File: src/rtl/uart_irq_pkg.sv
package uart_irq_pkg;

    typedef enum logic [1:0] {
        MS_ARM   = 2'd0,
        MS_QUIET = 2'd1,
        MS_PEND  = 2'd2
    } ms_state_t;

    typedef enum logic [1:0] {
        TO_IDLE  = 2'd0,
        TO_COUNT = 2'd1,
        TO_FIRED = 2'd2
    } to_state_t;

    typedef enum logic {
        TX_OFF = 1'b0,
        TX_ON  = 1'b1
    } tx_state_t;

    localparam int SRC_MODEM = 0;
    localparam int SRC_RX    = 1;
    localparam int SRC_TX    = 2;
    localparam int SRC_TO    = 3;
    localparam int NUM_SRC   = 4;

endpackage

File: src/rtl/uirq_tx_src.sv
module uirq_tx_src
    import uart_irq_pkg::*;
#(
    parameter int DEPTH = 16,
    localparam int LW = $clog2(DEPTH + 1)
) (
    input  logic          clk,
    input  logic          rst_n,
    input  logic          fifo_en,
    input  logic [LW-1:0] level,
    input  logic          hold_empty,
    output logic          req
);

    localparam logic [LW-1:0] HALF_L = LW'(DEPTH / 2);

    tx_state_t state_q;
    tx_state_t state_d;
    logic      fifo_req;

    // FIFO mode: below half requests, above half releases, at half holds
    always_comb begin
        if (level < HALF_L) begin
            fifo_req = 1'b1;
        end else if (level > HALF_L) begin
            fifo_req = 1'b0;
        end else begin
            fifo_req = (state_q == TX_ON);
        end
    end

    // output process
    always_comb begin
        req = fifo_en ? fifo_req : hold_empty;
    end

    // next-state process
    always_comb begin
        unique case (state_q)
            TX_OFF:  state_d = req ? TX_ON : TX_OFF;
            TX_ON:   state_d = req ? TX_ON : TX_OFF;
            default: state_d = TX_OFF;
        endcase
    end

    // state register
    always_ff @(posedge clk or negedge rst_n) begin
        if (!rst_n) begin
            state_q <= TX_OFF;
        end else begin
            state_q <= state_d;
        end
    end


    tx_hold_at_half_chk: assert property (@(posedge clk) disable iff (!rst_n)
        (fifo_en && level == HALF_L && $past(fifo_en) && $past(level) == HALF_L)
            |-> (req == $past(req)));

endmodule

File: src/rtl/uirq_modem_src.sv
module uirq_modem_src
    import uart_irq_pkg::*;
#(
    parameter int FW = 2
) (
    input  logic          clk,
    input  logic          rst_n,
    input  logic [FW-1:0] flow_in,
    input  logic          clr,
    output logic          req
);

    ms_state_t     state_q;
    ms_state_t     state_d;
    logic [FW-1:0] flow_q;
    logic          changed;

    assign changed = (flow_in != flow_q);

    // next-state process
    always_comb begin
        unique case (state_q)
            MS_ARM:   state_d = MS_QUIET;
            MS_QUIET: state_d = changed ? MS_PEND : MS_QUIET;
            MS_PEND:  state_d = (clr && !changed) ? MS_QUIET : MS_PEND;
            default:  state_d = MS_ARM;
        endcase
    end

    // state register and pin history
    always_ff @(posedge clk or negedge rst_n) begin
        if (!rst_n) begin
            state_q <= MS_ARM;
            flow_q  <= '0;
        end else begin
            state_q <= state_d;
            flow_q  <= flow_in;
        end
    end

    // output process
    always_comb begin
        req = (state_q == MS_PEND);
    end


    ms_change_sets_chk: assert property (@(posedge clk) disable iff (!rst_n)
        (state_q != MS_ARM && flow_in != $past(flow_in)) |=> req);


    ms_clear_drops_chk: assert property (@(posedge clk) disable iff (!rst_n)
        (state_q != MS_ARM && clr && flow_in == $past(flow_in)) |=> !req);

endmodule

File: src/rtl/uirq_rx_timeout.sv
module uirq_rx_timeout
    import uart_irq_pkg::*;
#(
    parameter int DEPTH   = 16,
    parameter int TO_BITS = 32,
    localparam int LW = $clog2(DEPTH + 1),
    localparam int CW = $clog2(TO_BITS)
) (
    input  logic          clk,
    input  logic          rst_n,
    input  logic [LW-1:0] level,
    input  logic          push,
    input  logic          tick,
    output logic          req
);

    localparam logic [CW-1:0] LAST_C = CW'(TO_BITS - 1);

    to_state_t     state_q;
    to_state_t     state_d;
    logic [CW-1:0] cnt_q;
    logic [CW-1:0] cnt_d;
    logic          empty;

    assign empty = (level == '0);

    // next-state and counter process
    always_comb begin
        state_d = state_q;
        cnt_d   = cnt_q;
        unique case (state_q)
            TO_IDLE: begin
                cnt_d = '0;
                if (!empty) begin
                    state_d = TO_COUNT;
                end
            end
            TO_COUNT: begin
                if (empty) begin
                    state_d = TO_IDLE;
                    cnt_d   = '0;
                end else if (push) begin
                    cnt_d = '0;
                end else if (tick) begin
                    if (cnt_q == LAST_C) begin
                        state_d = TO_FIRED;
                        cnt_d   = '0;
                    end else begin
                        cnt_d = cnt_q + 1'b1;
                    end
                end
            end
            TO_FIRED: begin
                cnt_d = '0;
                if (empty) begin
                    state_d = TO_IDLE;
                end
            end
            default: begin
                state_d = TO_IDLE;
                cnt_d   = '0;
            end
        endcase
    end

    // state register
    always_ff @(posedge clk or negedge rst_n) begin
        if (!rst_n) begin
            state_q <= TO_IDLE;
            cnt_q   <= '0;
        end else begin
            state_q <= state_d;
            cnt_q   <= cnt_d;
        end
    end

    // output process
    always_comb begin
        req = (state_q == TO_FIRED);
    end


    to_empty_clears_chk: assert property (@(posedge clk) disable iff (!rst_n)
        empty |=> !req);


    to_fired_holds_chk: assert property (@(posedge clk) disable iff (!rst_n)
        (req && !empty) |=> req);


    to_push_blocks_chk: assert property (@(posedge clk) disable iff (!rst_n)
        (!req && push) |=> !req);

endmodule

File: src/rtl/uart_irq_ctrl.sv
module uart_irq_ctrl
    import uart_irq_pkg::*;
#(
    parameter int DEPTH   = 16,
    parameter int TO_BITS = 32,
    parameter int FW      = 2,
    localparam int LW = $clog2(DEPTH + 1)
) (
    input  logic               clk,
    input  logic               rst_n,
    input  logic               fifo_en,
    input  logic [LW-1:0]      tx_level,
    input  logic               hold_empty,
    input  logic [LW-1:0]      rx_level,
    input  logic               rx_full,
    input  logic               rx_push,
    input  logic [FW-1:0]      flow_in,
    input  logic               bit_tick,
    input  logic [NUM_SRC-1:0] irq_en,
    input  logic               msr_wr,
    input  logic               id_wr,
    output logic [NUM_SRC-1:0] id_rdata,
    output logic               tx_irq,
    output logic               rx_irq,
    output logic               any_irq
);

    localparam logic [LW-1:0] HALF_L = LW'(DEPTH / 2);

    logic [NUM_SRC-1:0] raw;

    uirq_tx_src #(.DEPTH(DEPTH)) u_tx (
        .clk        (clk),
        .rst_n      (rst_n),
        .fifo_en    (fifo_en),
        .level      (tx_level),
        .hold_empty (hold_empty),
        .req        (raw[SRC_TX])
    );

    uirq_modem_src #(.FW(FW)) u_ms (
        .clk     (clk),
        .rst_n   (rst_n),
        .flow_in (flow_in),
        .clr     (id_wr | msr_wr),
        .req     (raw[SRC_MODEM])
    );

    uirq_rx_timeout #(.DEPTH(DEPTH), .TO_BITS(TO_BITS)) u_to (
        .clk   (clk),
        .rst_n (rst_n),
        .level (rx_level),
        .push  (rx_push),
        .tick  (bit_tick),
        .req   (raw[SRC_TO])
    );

    // receive source: threshold in FIFO mode, buffer flag otherwise
    always_comb begin
        raw[SRC_RX] = fifo_en ? (rx_level >= HALF_L) : rx_full;
    end

    // per-source gating into the identification value
    for (genvar g = 0; g < NUM_SRC; g++) begin : g_gate
        assign id_rdata[g] = raw[g] & irq_en[g];
    end

    assign tx_irq  = id_rdata[SRC_TX];
    assign rx_irq  = id_rdata[SRC_RX];
    assign any_irq = |id_rdata;


    tx_above_half_chk: assert property (@(posedge clk) disable iff (!rst_n)
        (fifo_en && tx_level > HALF_L) |-> !tx_irq);


    rx_nofifo_idle_chk: assert property (@(posedge clk) disable iff (!rst_n)
        (!fifo_en && !rx_full) |-> !rx_irq);


    any_needs_source_chk: assert property (@(posedge clk) disable iff (!rst_n)
        any_irq |-> (irq_en != '0));

endmodule

File: config.mk
export PLATFORM = sky130hd
export DESIGN_NAME = uart_irq_ctrl
export DESIGN_NICKNAME = d
export VERILOG_FILES = /design/src/rtl/uart_irq_pkg.sv /design/src/rtl/uirq_tx_src.sv /design/src/rtl/uirq_modem_src.sv /design/src/rtl/uirq_rx_timeout.sv /design/src/rtl/uart_irq_ctrl.sv
export SDC_FILE = /design/constraint.sdc
export NUM_CORES = 1
export LEC_CHECK = 0
export BUFFER_PORTS_ARGS = -buffer_cell sky130_fd_sc_hd__buf_2
export CAP_MARGIN = 20
export CORE_MARGIN = 5
export CORE_UTILIZATION = 40
export CTS_CLUSTER_DIAMETER = 50
export DETAILED_ROUTE_END_ITERATION = 6
export PLACE_DENSITY = 0.76
export SETUP_SLACK_MARGIN = 0.02
export SYNTH_ARGS = -nofsm -noshare
export SYNTH_HDL_FRONTEND = slang
export SYNTH_SLANG_ARGS = --single-unit
File: constraint.sdc
create_clock -name clk -period 3.1 [get_ports clk]
set_clock_uncertainty 0.15 [all_clocks]
set_input_delay 0.31 -clock clk [delete_from_list [all_inputs] [get_ports clk]]
set_output_delay 0.31 -clock clk [all_outputs]
set_load 0.02 [all_outputs]
==> results by group <==
Logic synthesis
  • Share of the synthesized area in the top cell type: 42.18%
  • Async SR Flop Fraction: 100.0%
  • Top_reg_cell synth: dfrtp_1
  • Synth area leader: dfrtp_1
  • Combinational family with the most area after synthesis: simple AND/OR/NAND/NOR gates
  • Mapped Cells: 69
  • Mux cell area share after synthesis: 2.812%
  • Post-synthesis net count: 96
  • YS warnings: 0
  • Post-synth EDFFs: 0
  • Avg Inst Size Synth: 10.32 µm²
  • Synth Area in Simple Gates: 29.53%
  • #FFs+latches synth: 12
  • XOR/XNOR share of the synthesized area: 3.691%
  • Synth top area cells: dfrtp_1, nand2b_1, nand3b_1
  • Seq/Total Area, Yosys: 42.18%
  • Synth cell types: 30
  • Synth Area in Compound Gates: 14.94%
  • Synth Area in Adders: 3.515%
  • Cell Area, Synth: 711.9 µm²

Final layout
  • Area Overhead vs Synth: 29.88%
  • Final Non-Filler Cells: 127
  • Nets@finish: 130
  • Share of cells above drive strength 1: 38.24%
  • Most common cell after layout, fill and taps aside: buf_2
  • Commonest non-fill, non-tap cells in the layout: buf_2, dfrtp_1, nor2_1, nand2b_1
  • Diodes inserted: 0

Detailed routing
  • Via Count: 620
  • Via-to-Cell Ratio: 4.882
  • WL final: 1398 µm
  • Routed length per instance: 11.01 µm
  • DR DRC count: 0
  • Drt first pass iters: 4
  • Initial drt markers: 8
  • Post-route ant nets: 0

Worst setup path
  • Worst path max stage delay: 0.53 ns
  • CP Data Required Time: 3.14 ns
  • Worst Setup Path Type: reg2reg
  • Crit-path most repeated cell: ha_1
  • Critical Path, Cell by Cell: ha_1 -> and3_1 -> ha_1 -> or4b_1 -> a31oi_1
  • Nature of the critical path startpoint: flop
  • Crit path max fanout: 7
  • Worst Path Arrival: 1.99 ns
  • CP endpoint kind: flop
  • R2R depth: 5
  • Worst path slowest cell: or4b_1

Power and ir drop
  • PD cells: 448.8 mW/mm²
  • Peak VDD IR: 293.8 µV
  • Static leakage: 0.4572 nW

Placed design
  • Post-DP HPWL: 1170 µm
  • Placed cell count: 122
  • Gpl congestion: 0.7546
  • Port bufs: 31
  • Placement Setup Slack: 1.163 ns

Worst hold path
  • Worst Hold Depth: 1
  • Hold Crit Class: in2reg

Clock tree
  • Root Buffer: clkbuf_4
  • Clock sinks: 12
  • CTS tree: yes
  • Later-pin clock latency in the skew report: 0.27 ns
  • Clk pin slew, worst setup/hold paths: 0.07 ns
  • H-tree levels: 1
  • CTS Buf Count: 3
  • Post-CTS sizing: 0
  • Postcts setup bufs: 0
  • Max clock buf depth: 2

Timing
  • Worst-Margin Slew: 0.3596 ns
  • TNS Setup: 0 ns
  • F_max: 0.5141 GHz
  • Minimum clock period: 1.945 ns
  • Tcrit/Tclk final: 62.75%
  • Setup-failing EPs final: 0
  • Rel. slew slack: 75.69%
  • Final WS setup: 1.155 ns
  • RSZ-0062 raised after global routing: false
  • Final hold vios: 0
  • Max Slew Vio Count: 0

Floorplan
  • Effective utilization at floorplan: 41.68%
  • Chip height: 52.19 µm
  • Die area: 0.002724 mm²
  • # IOs: 32
  • Width of the die: 52.19 µm
  • Core area: 0.001708 mm²
  • FP Rows: 15

Global route
  • GRT Util Overall: 12.34%
  • Total congestion overflow: 0
  • Vias in the first global route: 602
  • First-pass GRT wire length: 2511 µm
  • Largest net degree at the start of global routing: 13
  • Initial antenna violation count: 0

Flow run
  • Max Cap Viol: 0

Outcome
  • Outcome: complete, no violations
[where the power goes]
part / switching, mW / leakage [nW] / internal [mW]
registers: 0.0196 / 0.151 / 0.175
logic: 0.0485 / 0.285 / 0.0515
clock network: 0.0490 / 0.0210 / 0.0713
total: 0.117 / 0.457 / 0.298
[layer usage]
| layer | wire [µm] | track usage, % |
|---|---|---|
| met1 | 630 | 17.02 |
| met2 | 648 | 17.99 |
| met3 | 119 | 4.274 |
| met4 | 0 | 3.830 |
| met5 | 0 | 0 |
[final timing paths]
| check | slack (ns) | to | startpoint |
|---|---|---|---|
| worst min register to register | 0.33 | u_to.state_q[0] | u_to.state_q[1] |
| worst max-delay path | 1.15 | u_to.cnt_q[3] | u_to.cnt_q[0] |
| worst max register to register | 1.15 | u_to.cnt_q[3] | u_to.cnt_q[0] |
| worst min-delay path | 0.02 | u_ms.flow_q[1] | flow_in[1] |
| min in group asynchronous | 0.29 | u_to.state_q[0] | rst_n |
| max in group asynchronous | 2.30 | u_ms.state_q[0] | rst_n |
[layout make-up]
class	count	area, µm²
fillers	163	783.3
multi-input cells	53	387.9
flip-flops and latches	12	300.3
repair buffers	32	165.2
clock buffers	4	36.28
well taps	25	31.28
inverters	1	3.754
[sequential cells by signal (all words and copies together) (netlist names)]
signal and flops:
u_to.cnt_q 5, u_ms.flow_q 2, u_ms.state_q 2, u_to.state_q 2, u_tx.state_q 1
[stage by stage]
step / cell area, µm² / utilization, % / hold slack, ns / power [mW]
3_3_place_gp: 878.3 / 51.43 / 0.05016 / 0.2927
4_1_cts: 924.6 / 54.14 / 0.01506 / 0.4222
2_1_floorplan: 711.9 / - / -0.1356 / 0.2602
5_1_grt: 924.6 / 54.14 / 0.007818 / 0.4468
6_report: 924.6 / 54.14 / 0.02362 / 0.4149
3_5_place_dp: 878.3 / 51.43 / 0.05138 / 0.2990
[cells in the mapped netlist, types with 2 or more instances]
library cell / n
and3b_1: 3
nand2b_1: 5
nor2_1: 7
o21ai_0: 4
nor2b_1: 2
ha_1: 2
dfrtp_1: 12
xor2_1: 2
or2b_1: 2
a311oi_1: 2
a21oi_1: 3
buf_4: 2
nand3b_1: 4
and3_1: 2
mux2i_1: 2
[logic make-up after synthesis]
family,after synthesis
AOI/OAI and AO/OA,14
xor gates and xnor gates,3
adders and majority gates,2
buffers and inverters,4
DFF,12
muxes,2
and+or+nand+nor,32
[worst max-delay path: cells and delay by family (launching register included)]
family,cells,cell delay [ns]
AO/OA/AOI/OAI,1,0.17
adder cells (fa/ha/maj),2,0.47
flip-flops,1,0.41
AND/OR/NAND/NOR,2,0.68
[repair_timing]
action | in CTS | in global routing
endpoints found under the setup margin | 0 | 0
hold buffers | 1 | 0
hold endpoints to repair | 12 | 0
Note: power is estimated with default switching activity, not from simulation.
